<file path="src/rtl/pair_pkg.sv">
package pair_pkg;
  typedef enum logic [1:0] {
    CL_INT = 2'd0,
    CL_FP  = 2'd1,
    CL_UNK = 2'd2
  } iclass_e;
endpackage

</file>
<file path="src/rtl/pair_classify.sv">
module pair_classify
  import pair_pkg::*;
#(
  parameter int GRP_W = 4
) (
  input  logic [GRP_W-1:0] grp,
  output iclass_e          cls
);
  always_comb begin
    case (grp)
      GRP_W'(0), GRP_W'(1), GRP_W'(2),
      GRP_W'(3), GRP_W'(4), GRP_W'(5):   cls = CL_INT;
      GRP_W'(8), GRP_W'(9), GRP_W'(10),
      GRP_W'(11), GRP_W'(12):            cls = CL_FP;
      default:                           cls = CL_UNK;
    endcase
  end
endmodule

</file>
<file path="src/rtl/pair_hazard.sv">
module pair_hazard #(
  parameter int REG_W = 6,
  parameter int NSRC  = 3
) (
  input  logic                  wr_en,
  input  logic [REG_W-1:0]      wr_idx,
  input  logic [NSRC-1:0]       rd_en,
  input  logic [NSRC*REG_W-1:0] rd_idx,
  output logic                  raw
);
  logic [NSRC-1:0] hit;

  for (genvar k = 0; k < NSRC; k++) begin : g_src
    assign hit[k] = rd_en[k] && (rd_idx[k*REG_W +: REG_W] == wr_idx);
  end

  assign raw = wr_en && (|hit);
endmodule

</file>
<file path="src/rtl/pair_steer.sv">
module pair_steer
  import pair_pkg::*;
(
  input  logic    v0,
  input  logic    v1,
  input  iclass_e cls0,
  input  iclass_e cls1,
  input  logic    raw,
  input  logic    int_ready,
  input  logic    fp_ready,
  output logic    int_valid,
  output logic    int_sel,
  output logic    fp_valid,
  output logic    fp_sel,
  output logic [1:0] consumed
);
  logic old_fp, yng_fp, pair_ok, old_rdy, yng_rdy, yng_v, fire0, fire1;

  always_comb begin
    old_fp  = (cls0 == CL_FP);
    yng_fp  = (cls1 == CL_FP);
    pair_ok = v0 && v1 && (cls0 != CL_UNK) && (cls1 != CL_UNK)
              && (old_fp != yng_fp) && !raw;
    old_rdy = old_fp ? fp_ready : int_ready;
    yng_rdy = yng_fp ? fp_ready : int_ready;
    yng_v   = pair_ok && old_rdy;

    int_valid = (v0 && !old_fp) || (yng_v && !yng_fp);
    int_sel   = old_fp;
    fp_valid  = (v0 && old_fp) || (yng_v && yng_fp);
    fp_sel    = !old_fp;

    fire0 = v0 && old_rdy;
    fire1 = yng_v && yng_rdy;
    if (fire1)      consumed = 2'd2;
    else if (fire0) consumed = 2'd1;
    else            consumed = 2'd0;
  end
endmodule

</file>
<file path="src/rtl/pair_issue_unit.sv">
module pair_issue_unit
  import pair_pkg::*;
#(
  parameter int GRP_W = 4,
  parameter int REG_W = 6,
  parameter int NSRC  = 3,
  localparam int SRC_W = NSRC * REG_W
) (
  input  logic             clk,
  input  logic             rst_n,
  input  logic             s0_valid,
  input  logic [GRP_W-1:0] s0_grp,
  input  logic             s0_dst_en,
  input  logic [REG_W-1:0] s0_dst,
  input  logic [NSRC-1:0]  s0_src_en,
  input  logic [SRC_W-1:0] s0_src,
  input  logic             s1_valid,
  input  logic [GRP_W-1:0] s1_grp,
  input  logic             s1_dst_en,
  input  logic [REG_W-1:0] s1_dst,
  input  logic [NSRC-1:0]  s1_src_en,
  input  logic [SRC_W-1:0] s1_src,
  output logic             int_valid,
  output logic             int_sel,
  input  logic             int_ready,
  output logic             fp_valid,
  output logic             fp_sel,
  input  logic             fp_ready,
  output logic [1:0]       consumed
);
  iclass_e cls [2];
  logic    raw;
  logic [GRP_W-1:0] grp_v [2];

  assign grp_v[0] = s0_grp;
  assign grp_v[1] = s1_grp;

  for (genvar s = 0; s < 2; s++) begin : g_cls
    pair_classify #(.GRP_W(GRP_W)) u_cls (
      .grp (grp_v[s]),
      .cls (cls[s])
    );
  end

  pair_hazard #(.REG_W(REG_W), .NSRC(NSRC)) u_haz (
    .wr_en  (s0_dst_en),
    .wr_idx (s0_dst),
    .rd_en  (s1_src_en),
    .rd_idx (s1_src),
    .raw    (raw)
  );

  pair_steer u_steer (
    .v0        (s0_valid),
    .v1        (s1_valid),
    .cls0      (cls[0]),
    .cls1      (cls[1]),
    .raw       (raw),
    .int_ready (int_ready),
    .fp_ready  (fp_ready),
    .int_valid (int_valid),
    .int_sel   (int_sel),
    .fp_valid  (fp_valid),
    .fp_sel    (fp_sel),
    .consumed  (consumed)
  );

  // The destination of the younger slot does not affect pairing.
  logic unused_s1;
  assign unused_s1 = s1_dst_en ^ (^s1_dst) ^ (^s0_src_en) ^ (^s0_src);

  // two valid ports never carry the same slot
  a_r10_distinct_slots: assert property (@(posedge clk) disable iff (!rst_n)
    (int_valid && fp_valid) |-> (int_sel != fp_sel));

  // a same-class pair never offers both ports
  a_r4_same_class_solo: assert property (@(posedge clk) disable iff (!rst_n)
    (s0_valid && s1_valid && cls[0] == cls[1]) |-> !(int_valid && fp_valid));

  // a detected dependency stops the younger slot
  a_r5_raw_solo: assert property (@(posedge clk) disable iff (!rst_n)
    raw |-> (consumed != 2'd2) && !(int_valid && fp_valid));

  // an unknown group never pairs
  a_r6_unknown_solo: assert property (@(posedge clk) disable iff (!rst_n)
    (cls[0] == CL_UNK || (s1_valid && cls[1] == CL_UNK)) |-> consumed != 2'd2);

  // the younger fires only with the older
  a_r7_int_in_order: assert property (@(posedge clk) disable iff (!rst_n)
    (int_valid && int_ready && int_sel) |-> (fp_valid && fp_ready && !fp_sel));
  a_r7_fp_in_order: assert property (@(posedge clk) disable iff (!rst_n)
    (fp_valid && fp_ready && fp_sel) |-> (int_valid && int_ready && !int_sel));

  // count stays within the two head slots
  a_r8_count_range: assert property (@(posedge clk) disable iff (!rst_n)
    consumed != 2'd3);

  // an empty head slot keeps both ports idle
  a_r9_empty_idle: assert property (@(posedge clk) disable iff (!rst_n)
    !s0_valid |-> (!int_valid && !fp_valid && consumed == 2'd0));
endmodule

</file>
<file path="config.mk">
export PLATFORM = sky130hd
export DESIGN_NAME = pair_issue_unit
export DESIGN_NICKNAME = d
export VERILOG_FILES = /design/src/rtl/pair_pkg.sv /design/src/rtl/pair_classify.sv /design/src/rtl/pair_hazard.sv /design/src/rtl/pair_steer.sv /design/src/rtl/pair_issue_unit.sv
export SDC_FILE = /design/constraint.sdc
export NUM_CORES = 1
export LEC_CHECK = 0
export ABC_AREA = 1
export BUFFER_PORTS_ARGS = -buffer_cell sky130_fd_sc_hd__buf_2
export CORE_MARGIN = 1.5
export CORE_UTILIZATION = 32
export DETAILED_ROUTE_END_ITERATION = 16
export GPL_ROUTABILITY_DRIVEN = 0
export PLACE_DENSITY_LB_ADDON = 0.1
export SYNTH_ARGS = -nofsm -noshare
export SYNTH_HDL_FRONTEND = slang
export SYNTH_SLANG_ARGS = --single-unit
</file>
<file path="constraint.sdc">
create_clock -name vclk -period 2.6
set_input_delay 0.52 -clock vclk [all_inputs]
set_output_delay 0.52 -clock vclk [all_outputs]
set_load 0.02 [all_outputs]
</file>
Word-level counts from Yosys, hierarchy flattened. Memory sizes are Yosys's and may differ from the RTL's. Index checks and enable logic that the tools add are counted.

Register bits: 0. Memories: 2. ROM bits: 64.

Eq/ne operators: 8. Reduce and logical (&&, ||, !) cells: 22. Mux-type cells: 4.

Memory list: (no name shown) (words 16, width 2, rd ports 1, clocked after memory_dff 0, wr ports 0, line pair_classify.sv:10) `case (grp)`; (no name shown) (words 16, width 2, rd ports 1, clocked after memory_dff 0, wr ports 0, line pair_classify.sv:10).

Operators with widths (count): $eq 6x6->1 (3); $logic_and 1x1->1 (16); $eq 2x1->1 const B (2); $ne 2x2->1 const B (2); $logic_not 1->1 (3); $mux 1 (3); $reduce_or 3->1 (1); $logic_or 1x1->1 (2); $mux 2 (1); $ne 1x1->1 (1).

Logic depth before layout (Yosys ltp).
Word-level depth: 9. Mapped depth: 12. Gate-level depth less buffers: 12.

By module. From an unflattened synthesis, not the netlist that was laid out.

Cell total of the unflattened synthesis: 136. Area total of the unflattened synthesis: 561.8 um^2.

By module, submodules not included: pair_hazard (times used 1, area each 349.1 um^2, seq. area each 0.0 um^2, cells each 87); pair_steer (times used 1, area each 150.1 um^2, seq. area each 0.0 um^2, cells each 33); pair_classify (times used 2, area each 31.3 um^2, seq. area each 0.0 um^2, cells each 8).

Least setup slack after synthesis. Ideal clock, no wire load.

Kind: input port to output port. From: in s0_grp[1]. To: out int_valid. Setup slack: 0.635 ns. Data required time: 2.080 ns. Cell stages on the path: 7. Arrival time: 1.445 ns. Path buffers: 0. Path through: o21ai_2 nand2_2 o21ai_2 nand2_1 nor2_2 nand3_1 o21ai_0.

Elaborated cells on any way between the ends: 14.

RTL lines: start: declaration (line pair_issue_unit.sv:12) `input logic [GRP_W-1:0] s0_grp,`; $mem_v2 16x2; $eq 2x1->1 (line pair_steer.sv:20) `old_fp = (cls0 == CL_FP);`; $logic_not 1->1; via fp_sel (line pair_issue_unit.sv:27) `output logic fp_sel,`; $logic_and 1x1->1 (line pair_steer.sv:28) `int_valid = (v0 && !old_fp) || (yng_v && !yng_fp);`; $logic_or 1x1->1 (line pair_steer.sv:28); end: declaration (line pair_issue_unit.sv:23) `output logic int_valid,`.

The timed path passes the listed nets, and every way through them passes these cells.

Worst setup path in the final report.
From: in s1_grp[0]. To: out consumed[0].

Longest elaborated chain between the ends: 8. Elaborated cells on any way between the ends: 11.

Ends and longest elaborated chain: start: declaration (line pair_issue_unit.sv:18) `input logic [GRP_W-1:0] s1_grp,`; $mem_v2 16x2 *; $eq 2x1->1 / $ne 2x2->1 (equally long branches) (line pair_steer.sv:21, pair_steer.sv:22); $ne 1x1->1 / $logic_and 1x1->1 (equally long branches) (line pair_steer.sv:23, pair_steer.sv:22); $logic_and 1x1->1 (2 in a row) (line pair_steer.sv:23) `&& (old_fp != yng_fp) && !raw;`; $logic_and 1x1->1 (line pair_steer.sv:26) `yng_v = pair_ok && old_rdy;`; $logic_and 1x1->1 * (line pair_steer.sv:34) `fire1 = yng_v && yng_rdy;`; $mux 2 * (line pair_steer.sv:35) `if (fire1) consumed = 2'd2;`; end: declaration (line pair_issue_unit.sv:29) `output logic [1:0] consumed`.

Every way passes the cells marked *; elsewhere a longest branch is shown, timed or not.

==> qor.csv <==
metric,value,unit
Worst Setup Path Type,in2out,
die area,1740,um2
count of pins over their slew limit,0,
Max IR drop VDD,55.5,uV
Row Count,13,
Worst Hold End,fp_sel,
final instance area,721,um2
largest net degree at the start of global routing,7,
"Setup Fix Bufs, Post-CTS",0,
drc violations,0,
DR vias,703,
Die Ht,41.7,um
Syn Area/Cell,4.40,um2
Fin Setup TNS,0,ns
maximum clock rate,0.466,GHz
worst path required time,2.08,ns
initial antenna violation count,0,
crit-path max FO,5,
WP data arrival,1.63,ns
synth warn,0,
area delta synth->final,50.4,%
Critical Path End Type,output port,
CTS Hold Buffers Added,0,
# setup viols final,0,
register area,0,um2
setup ws final,0.453,ns
post-synthesis cell type count,14,
fin crit share,82.6,%
Clock Buffer Count,0,
area post-placement,721,um2
count of final hold-check violations,0,
Hold Path Depth,3,
Startpoint Class,input pin,
layout cells sized above 1,32.5,%
total grt overflow,0,
Rel. slew slack,86.9,%
Total Nets Final,226,
die width,41.7,um
io pins,76,
Tmin final,2.15,ns
number of DRC markers in iteration 0,7,
RSZ-0062 raised after global routing,no,
Synth area leaders,"nand2_1 32%, inv_1 22%, o21ai_0 9.4%, nor2_1 8.6%, nand3_1 8.4%",
Yosys top cell by area,nand2_1,
status,finished clean,
GRT Util Overall,14.5,%
Post-Route WL,1220,um
vias in the first global route,620,
core area,1350,um2
DP HPWL,1140,um
hold path startpoint,s0_grp[3],
flip-flop and latch count,0,
Vias/cell,4.16,
top-area cell type share of the netlist area,32.1,%
Syn Std Cell Area,479,um2
I/O Buffers,46,
worst min-delay path class,in2out,
max-cap viol count,0,
register area share after synthesis,0,%
cell count after synthesis,109,
post-CTS resize count,0,
leak pwr,0.518,nW
Synth top cells by count,"41 x nand2_1, 28 x inv_1, 11 x nor2_1, 9 x o21ai_0, 8 x nand3_1",
most frequent cell after synthesis,nand2_1,
first-pass GRT wire length,2180,um
syn nets,179,
Ant. Diodes,0,
Starting Density,35.5,%
wire per inst,7.22,um
DP Worst Slack,0.439,ns
pwr/cell area,144,nW/um2
slew at the pin closest to its max-slew limit,0.194,ns
TritonRoute pass-1 iters,2,
Routed Antenna Nets,0,
-- worst max-delay path, stage by stage --
cell and delay, ns:
buf_2 0.09, o21ai_0 0.19, nand2_1 0.16, xnor2_1 0.17, nor2_2 0.14, nand3_1 0.11
nand2_1 0.07, inv_1 0.03, buf_2 0.14
-- worst max path at each step --
stage | to | slack [ns] | depth (start not counted) | start
global placement | consumed[0] | 0.46 | 9 | s1_grp[0]
detailed placement | consumed[0] | 0.44 | 9 | s1_grp[0]
finish | consumed[0] | 0.45 | 9 | s1_grp[0]
CTS | consumed[0] | 0.44 | 9 | s1_grp[0]
floorplan | int_valid | 0.63 | 7 | s0_grp[1]
global route | fp_valid | 0.27 | 8 | s1_grp[0]
-- kinds of logic (layout without fill, tap and decap cells) --
family          count (synthesis)  after routing  share of synthesized area [%]
compound gates                 14             14                           17.5
buf+inv                        29             74                           23.5
simple gates                   62             62                           51.7
xor+xnor                        4              4                           7.31
-- per-layer routing --
layer  part of all wire (%)  GRT usage [%]  vias to the layer above
met5                      0              0                        -
met2                     46           27.8                       25
met4                      0              0                        0
met1                     49           18.7                      266
li1                       -              -                      412
met3                    5.0          0.435                        0
-- through the flow --
stage	hold slack, ns	cells	utilization, %	power [mW]
after CTS	1.41	169	53.4	0.105
after global routing	1.42	169	53.4	0.119
after detailed placement	1.41	169	53.4	0.104
after floorplan	1.16	109	-	0.0563
after global placement	1.40	169	53.4	0.102
final	1.41	169	53.4	0.104
-- final cells by class --
class	count	area (um2)
Inverter	28	105
Multi-Input combinational cell	80	367
Fill cell	158	629
Timing Repair Buffer	46	230
Tap cell	15	18.8
-- cells in the final DEF, fill, tap and decap left out --
cell type,netlist,routed
nand3_1,8,8
a21boi_1,1,1
nand2_1,41,41
o22ai_1,1,1
buf_2,0,46
xnor2_1,3,3
xor2_1,1,1
inv_1,28,28
o21ai_0,9,9
nor2_1,11,11
o21ai_2,2,2
a21boi_0,1,1
nand2_2,1,1
nor2_2,1,1
-- power breakdown --
group | total (mW) | internal [mW] | leakage (nW) | switching [mW]
logic | 0.104 | 0.0481 | 0.518 | 0.0554
clock network | 0 | 0 | 0 | 0
registers | 0 | 0 | 0 | 0
total | 0.104 | 0.0481 | 0.518 | 0.0554
(Power assumes the default switching activity.)
